===== config.mk =====
export PLATFORM = sky130hd
export DESIGN_NAME = fracclk_gen
export DESIGN_NICKNAME = d
export VERILOG_FILES = /design/src/rtl/fracclk_pkg.sv /design/src/rtl/fracclk_datapath.sv /design/src/rtl/fracclk_control.sv /design/src/rtl/fracclk_gen.sv
export SDC_FILE = /design/constraint.sdc
export NUM_CORES = 1
export LEC_CHECK = 0
export ABC_CLOCK_PERIOD_IN_PS = 7700
export CORE_MARGIN = 1
export CORE_UTILIZATION = 65
export CTS_CLUSTER_DIAMETER = 200
export CTS_CLUSTER_SIZE = 24
export DETAILED_ROUTE_END_ITERATION = 6
export DONT_BUFFER_PORTS = 1
export HOLD_SLACK_MARGIN = 0.05
export PLACE_DENSITY = 0.85
export SLEW_MARGIN = 20
export SYNTH_ARGS = -nofsm -noshare
export SYNTH_HDL_FRONTEND = slang
export SYNTH_SLANG_ARGS = --single-unit

===== constraint.sdc =====
create_clock -name clk -period 7.7 [get_ports clk]
set_clock_uncertainty 0.05 [all_clocks]
set_input_delay 0.77 -clock clk [delete_from_list [all_inputs] [get_ports clk]]
set_output_delay 0.77 -clock clk [all_outputs]
set_load 0.02 [all_outputs]

===== src/rtl/fracclk_pkg.sv =====
package fracclk_pkg;

  // Per-cycle strobes from the sequencer to the datapath
  typedef struct packed {
    logic tickInc;
    logic tickClr;
    logic stateInc;
    logic stateClr;
    logic enterLong;
    logic enterShort;
    logic toggle;
    logic commit;
  } stepCtl_t;

endpackage


===== src/rtl/fracclk_datapath.sv =====
module fracclk_datapath
  import fracclk_pkg::*;
#(
  parameter int A_W = 10,
  parameter int B_W = 10,
  parameter int C_W = 12,
  parameter logic [A_W+B_W+C_W-1:0] RST_WORD = {10'd2, 10'd2, 12'd7}
) (
  input  logic                   clk,
  input  logic                   rst,
  input  logic                   loadStrobe,
  input  logic [A_W+B_W+C_W-1:0] ctrlWord,
  input  stepCtl_t               ctl,
  output logic [A_W-1:0]         actA,
  output logic [B_W-1:0]         actB,
  output logic [C_W-1:0]         actC,
  output logic [A_W-1:0]         pendA,
  output logic [B_W-1:0]         pendB,
  output logic [C_W-1:0]         pendC,
  output logic [A_W:0]           tickCnt,
  output logic [C_W-1:0]         stateCnt,
  output logic                   inLong,
  output logic                   clkOut,
  output logic                   wrapPulse
);

  localparam int W = A_W + B_W + C_W;
  localparam logic [A_W-1:0] RA = RST_WORD[W-1 -: A_W];
  localparam logic [B_W-1:0] RB = RST_WORD[C_W +: B_W];
  localparam logic [C_W-1:0] RC = RST_WORD[C_W-1:0];
  localparam logic RSKIP = (RC <= C_W'(RB)) || (RA == '0);

  logic [W-1:0] pendWord;

  assign pendA = pendWord[W-1 -: A_W];
  assign pendB = pendWord[C_W +: B_W];
  assign pendC = pendWord[C_W-1:0];

  always_ff @(posedge clk) begin
    if (rst) begin
      pendWord  <= RST_WORD;
      actA      <= RA;
      actB      <= RB;
      actC      <= RC;
      tickCnt   <= '0;
      stateCnt  <= '0;
      inLong    <= RSKIP;
      clkOut    <= 1'b1;
      wrapPulse <= 1'b0;
    end else begin
      if (loadStrobe) pendWord <= ctrlWord;
      if (ctl.commit) begin
        actA <= pendA;
        actB <= pendB;
        actC <= pendC;
      end
      if (ctl.tickClr)      tickCnt <= '0;
      else if (ctl.tickInc) tickCnt <= tickCnt + 1'b1;
      if (ctl.stateClr)      stateCnt <= '0;
      else if (ctl.stateInc) stateCnt <= stateCnt + 1'b1;
      if (ctl.enterLong)       inLong <= 1'b1;
      else if (ctl.enterShort) inLong <= 1'b0;
      if (ctl.toggle) clkOut <= ~clkOut;
      wrapPulse <= ctl.commit;
    end
  end

  // active settings move only on a pattern wrap
  p_cfg_hold_r7: assert property (@(posedge clk) disable iff (rst)
    !ctl.commit |=> ($stable(actA) && $stable(actB) && $stable(actC)));

  // a new pattern starts with a level flip
  p_wrap_toggles_r4: assert property (@(posedge clk) disable iff (rst)
    wrapPulse |-> (clkOut != $past(clkOut)));

  // the wrap marker coincides with the pattern origin
  p_wrap_origin_r10: assert property (@(posedge clk) disable iff (rst)
    wrapPulse |-> (tickCnt == '0 && stateCnt == '0));

endmodule


===== src/rtl/fracclk_control.sv =====
module fracclk_control
  import fracclk_pkg::*;
#(
  parameter int A_W = 10,
  parameter int B_W = 10,
  parameter int C_W = 12
) (
  input  logic           clk,
  input  logic           rst,
  input  logic           en,
  input  logic [A_W-1:0] actA,
  input  logic [B_W-1:0] actB,
  input  logic [C_W-1:0] actC,
  input  logic [A_W-1:0] pendA,
  input  logic [B_W-1:0] pendB,
  input  logic [C_W-1:0] pendC,
  input  logic [A_W:0]   tickCnt,
  input  logic [C_W-1:0] stateCnt,
  input  logic           inLong,
  output stepCtl_t       ctl
);

  logic [C_W-1:0] shortCount;
  logic [A_W:0]   stateLen;
  logic           lastTick;
  logic           lastState;
  logic           pendSkip;

  always_comb begin
    shortCount = (actC > C_W'(actB)) ? (actC - C_W'(actB)) : '0;
    stateLen   = inLong ? ({1'b0, actA} + 1'b1) : {1'b0, actA};
    lastTick   = (tickCnt == stateLen - 1'b1);
    lastState  = inLong ? (stateCnt == C_W'(actB)) : (stateCnt == shortCount - 1'b1);
    pendSkip   = (pendC <= C_W'(pendB)) || (pendA == '0);
  end

  always_comb begin
    ctl = '0;
    if (en) begin
      if (!lastTick) begin
        ctl.tickInc = 1'b1;
      end else begin
        ctl.tickClr = 1'b1;
        ctl.toggle  = 1'b1;
        if (!lastState) begin
          ctl.stateInc = 1'b1;
        end else begin
          ctl.stateClr = 1'b1;
          if (!inLong) begin
            ctl.enterLong = 1'b1;
          end else begin
            ctl.commit = 1'b1;
            if (pendSkip) ctl.enterLong  = 1'b1;
            else          ctl.enterShort = 1'b1;
          end
        end
      end
    end
  end

  // tick position never runs past the current state width
  p_tick_bound_r2: assert property (@(posedge clk) disable iff (rst)
    tickCnt < stateLen);

  // short phase is only ever entered with a non-empty state count
  p_short_state_bound_r8: assert property (@(posedge clk) disable iff (rst)
    !inLong |-> (stateCnt < shortCount));

  // no movement while ticks are disabled
  p_idle_hold_r9: assert property (@(posedge clk) disable iff (rst)
    !en |=> ($stable(tickCnt) && $stable(stateCnt) && $stable(inLong)));

endmodule


===== src/rtl/fracclk_gen.sv =====
module fracclk_gen
  import fracclk_pkg::*;
#(
  parameter int A_W = 10,
  parameter int B_W = 10,
  parameter int C_W = 12,
  parameter logic [A_W+B_W+C_W-1:0] RST_WORD = {10'd2, 10'd2, 12'd7}
) (
  input  logic                   clk,
  input  logic                   rst,
  input  logic                   en,
  input  logic                   loadStrobe,
  input  logic [A_W+B_W+C_W-1:0] ctrlWord,
  output logic                   clkOut,
  output logic                   wrapPulse
);

  stepCtl_t       ctl;
  logic [A_W-1:0] actA, pendA;
  logic [B_W-1:0] actB, pendB;
  logic [C_W-1:0] actC, pendC;
  logic [A_W:0]   tickCnt;
  logic [C_W-1:0] stateCnt;
  logic           inLong;

  fracclk_control #(.A_W(A_W), .B_W(B_W), .C_W(C_W)) u_ctrl (
    .clk(clk), .rst(rst), .en(en),
    .actA(actA), .actB(actB), .actC(actC),
    .pendA(pendA), .pendB(pendB), .pendC(pendC),
    .tickCnt(tickCnt), .stateCnt(stateCnt), .inLong(inLong),
    .ctl(ctl)
  );

  fracclk_datapath #(.A_W(A_W), .B_W(B_W), .C_W(C_W), .RST_WORD(RST_WORD)) u_dp (
    .clk(clk), .rst(rst), .loadStrobe(loadStrobe), .ctrlWord(ctrlWord), .ctl(ctl),
    .actA(actA), .actB(actB), .actC(actC),
    .pendA(pendA), .pendB(pendB), .pendC(pendC),
    .tickCnt(tickCnt), .stateCnt(stateCnt), .inLong(inLong),
    .clkOut(clkOut), .wrapPulse(wrapPulse)
  );

endmodule


==> key figures <==
Outcome
  – Status: finished, final reports clean

Power
  – Flop pwr share: 53.7%
  – Switching Power: 222 uW
  – Worst vdd ir: ~0.00014 V
  – Clk pwr share: 39.3%
  – LEAKAGE: approximately 2.7 nW
  – Sw Ratio: between 20% and 30%
  – Final Total Pwr: ~920 uW
  – P_int: just under 700 uW
  – Pwr Density: 148 mW/mm^2
  – Combinational share of power: under 10%

Floorplanning
  – Die width: 98.3 um
  – Die H: slightly below 100 um
  – Total core area: 0.00885 mm^2
  – Ports: 38
  – Die Area: 0.00966 mm^2
  – Initial core utilization: approximately 68%
  – Std cell rows: 34

Yosys
  – Top cell type's share of synthesized area: 29.9%
  – Async set or reset register ratio after synthesis: 0%
  – Cell variety after synth: 76
  – Area contributors post-synth: dfxtp_1 (30%), mux2i_1 (11%), nor2_1 (5.9%), ha_1 (5.2%), xnor2_1 (5.1%)
  – Synth area leader: dfxtp_1
  – Syn Nets: slightly below 800
  – Mapped Area: 0.00603 mm^2
  – Top FF cell, synth: dfxtp_1
  – #FFs+latches synth: 90
  – Post-Synthesis Cells: 721
  – Post-synth EDFFs: 0
  – Synthesis warning total: 0
  – Sequential area share after synthesis: around 30%
  – Mean Syn Cell Area: 8.36 um^2

Route
  – Drt wl/cell: 17.8 um
  – DRC Markers: 0
  – TritonRoute pass-1 iters: 5
  – Iteration-0 DRC Markers: 281
  – Total routed wirelength: 14400 um
  – Vias/cell: 6.49
  – ANT nets after route: 0
  – Vias: 5235

Cells and area
  – Most frequent cells in the layout: nor2_1 (94), dfxtp_1 (90), mux2i_1 (65)
  – Commonest non-fill, non-tap cell in the layout: nor2_1
  – Antenna cells: 0
  – Nets: 756
  – Area growth from synthesis to layout: 3.03%
  – Layout Utilization: 70.2%
  – Fillers: 679
  – Share of cells above drive strength 1: 5.87%

Clocking
  – PostCTS Resize Cnt: 0
  – CTS sink count: 90
  – Clock-pin slew on the worst setup and hold paths: roughly 0.1 ns
  – Root Buffer Master: clkbuf_8
  – CTS tree: built
  – Clk Latency, worst-skew pair: 0.35 ns
  – Post-CTS Repair Setup Buffers: 0
  – Clock Tree Buf Depth: 2
  – Number of buffers created by CTS: 9
  – H-tree depth: 3
  – Post-cts hold buffer count: 0

Place
  – Buffers on Ports: 0
  – Post-DP HPWL: between 10000 and 15000 um
  – Placer Congestion: 0.897

STA
  – Endpoints failing setup: 0
  – F_max: 200 MHz
  – Minimum clock period after layout: 5.01 ns
  – Worst slew pin tran: 0.913 ns
  – Final period utilization: roughly 65%
  – Slew Limit Fails: 0
  – Final-report hold violation count: 0
  – Worst slew margin: between 30% and 40%
  – Fin Setup TNS: 0 ns
  – RSZ-0062 raised after global routing: no

Worst setup path
  – R2r endpoint: u_dp.actB[3]
  – Reg-to-Reg Start: u_dp.actB[0]
  – Max incr delay on CP: 0.54 ns
  – WP data arrival: 5.20 ns
  – Critical path depth: 17
  – Buf/Inv on CP: 2
  – R2R depth: 17
  – Largest delay share family, worst path: simple AND/OR/NAND/NOR gates
  – Worst setup path end: u_dp.actB[3]
  – Start point of the critical path: u_dp.actB[0]
  – Worst Path Required: 7.89 ns
  – CP Max Fanout: 35
  – CP Cell Sequence: ha_1, fa_1, nand2b_1, a21oi_1, a2111oi_2, buf_4, or3_1, ha_1, or4_1, a21oi_1, a311o_1, xnor2_1, a311oi_4, nand4_1, buf_4, mux2i_1, nor2_1
  – Crit path kind: register to register
  – Crit-path slowest cell: or4_1
  – R2R setup slack: 2.69 ns
  – CP Capture Type: register
  – Critical path startpoint category: register

Global route
  – Largest net degree at the start of global routing: 62
  – GRT Overall Usage: 31.2%
  – Total grt overflow: 0
  – Vias in the first global route: between 5000 and 6000
  – First-pass GRT wire length: 24500 um
  – Initial antenna violation count: 0

Job
  – # Max-Cap Violations: 0

Worst hold path
  – Worst hold path type: input port to register
  – Hold Path Stages: 1
## cell usage after synthesis, drive strengths merged, types with 4 or more instances
cell type,number
o21a,5
a31o,4
and3,11
ha,25
nor4,10
buf,14
clkbuf,26
or3,12
nand3,18
nand2,38
mux2i,65
nor2,94
nor2b,7
dfxtp,90
nor3,15
and4,6
and2,8
nand4,22
a21o,6
o21ai,22
inv,37
a31oi,11
or2,6
xor2,21
o211ai,9
nand2b,8
a211oi,9
xnor2,35
or4,4
a21oi,24
## per-layer routing
metal / track usage, % / part of all wire, %
met1: 41.3 / 45
met2: 52.1 / 47
met4: 9.53 / 2.1
met5: 0 / 0
met3: 5.30 / 5.2
## how the worst min path moves through the flow
stage | startpoint | endpoint | slack, ns
after detailed placement | u_dp.actC[0] | u_dp.actC[0] | 0.42
after global placement | u_dp.actC[2] | u_dp.actC[2] | 0.41
after global routing | rst | u_dp.tickCnt[2] | 0.40
after floorplan | u_dp.actC[2] | u_dp.actC[2] | 0.40
after CTS | rst | u_dp.tickCnt[2] | 0.41
final | rst | u_dp.tickCnt[2] | 0.42
## power by group through the flow
| stage | Sequential [mW] | Combinational (mW) | Clock [mW] |
|---|---|---|---|
| 2_1_floorplan | 0.498 | 0.0601 | 0 |
| 3_3_place_gp | 0.502 | 0.0591 | 0 |
| 3_5_place_dp | 0.502 | 0.0627 | 0 |
| 4_1_cts | 0.492 | 0.0637 | 0.365 |
| 5_1_grt | 0.494 | 0.0714 | 0.387 |
| 6_report | 0.492 | 0.0637 | 0.360 |
## flip-flops by register name (all words and copies together), names as in the netlist
signal and count:
u_dp.tickCnt 11, u_dp.pendWord 32, u_dp.stateCnt 12, u_dp.actA 10
u_dp.clkOut 1, u_dp.actB 10, u_dp.wrapPulse 1, u_dp.actC 12
u_dp.inLong 1
## worst reg2reg max path: stages (launching register included)
cell and delay (ns):
dfxtp_1 0.34, ha_1 0.23, fa_1 0.45, nand2b_1 0.24, a21oi_1 0.39, a2111oi_2 0.13
buf_4 0.19, or3_1 0.35, ha_1 0.28, or4_1 0.54, a21oi_1 0.15, a311o_1 0.17
xnor2_1 0.10, a311oi_4 0.44, nand4_1 0.16, buf_4 0.36, mux2i_1 0.26, nor2_1 0.07
## final cells by class
class / instances / area [um^2] / share of cell area, %
clock buffers: 9 / 124 / 1.99
clock inverters: 7 / 98.8 / 1.59
inverters: 37 / 139 / 2.24
multi-input cells: 554 / 3900 / 62.8
flip-flops and latches: 90 / 1800 / 29.0
well taps: 108 / 135 / 2.18
repair buffers: 2 / 15.0 / 0.242
## kinds of logic (layout without fill, tap and decap cells)
| group | count (synthesis) | in the layout | synth area share [%] |
|---|---|---|---|
| simple gates | 269 | 269 | 22.6 |
| buf+inv | 77 | 55 | 5.46 |
| xor+xnor | 57 | 57 | 8.53 |
| compound gates | 135 | 135 | 16.8 |
| mux | 67 | 67 | 11.2 |
| flops | 90 | 90 | 29.9 |
| fa+ha+maj | 26 | 26 | 5.52 |
## metrics by stage
step | setup slack (ns) | hold slack (ns) | cells | cell area [um^2]
2_1_floorplan | 3.11 | 0.399 | 721 | 6030
3_3_place_gp | 2.91 | 0.411 | 791 | 5990
3_5_place_dp | 2.75 | 0.423 | 791 | 5990
4_1_cts | 2.73 | 0.415 | 807 | 6210
5_1_grt | 2.33 | 0.400 | 807 | 6210
6_report | 2.69 | 0.419 | 807 | 6210
Note: power is estimated with default switching activity, not from simulation.
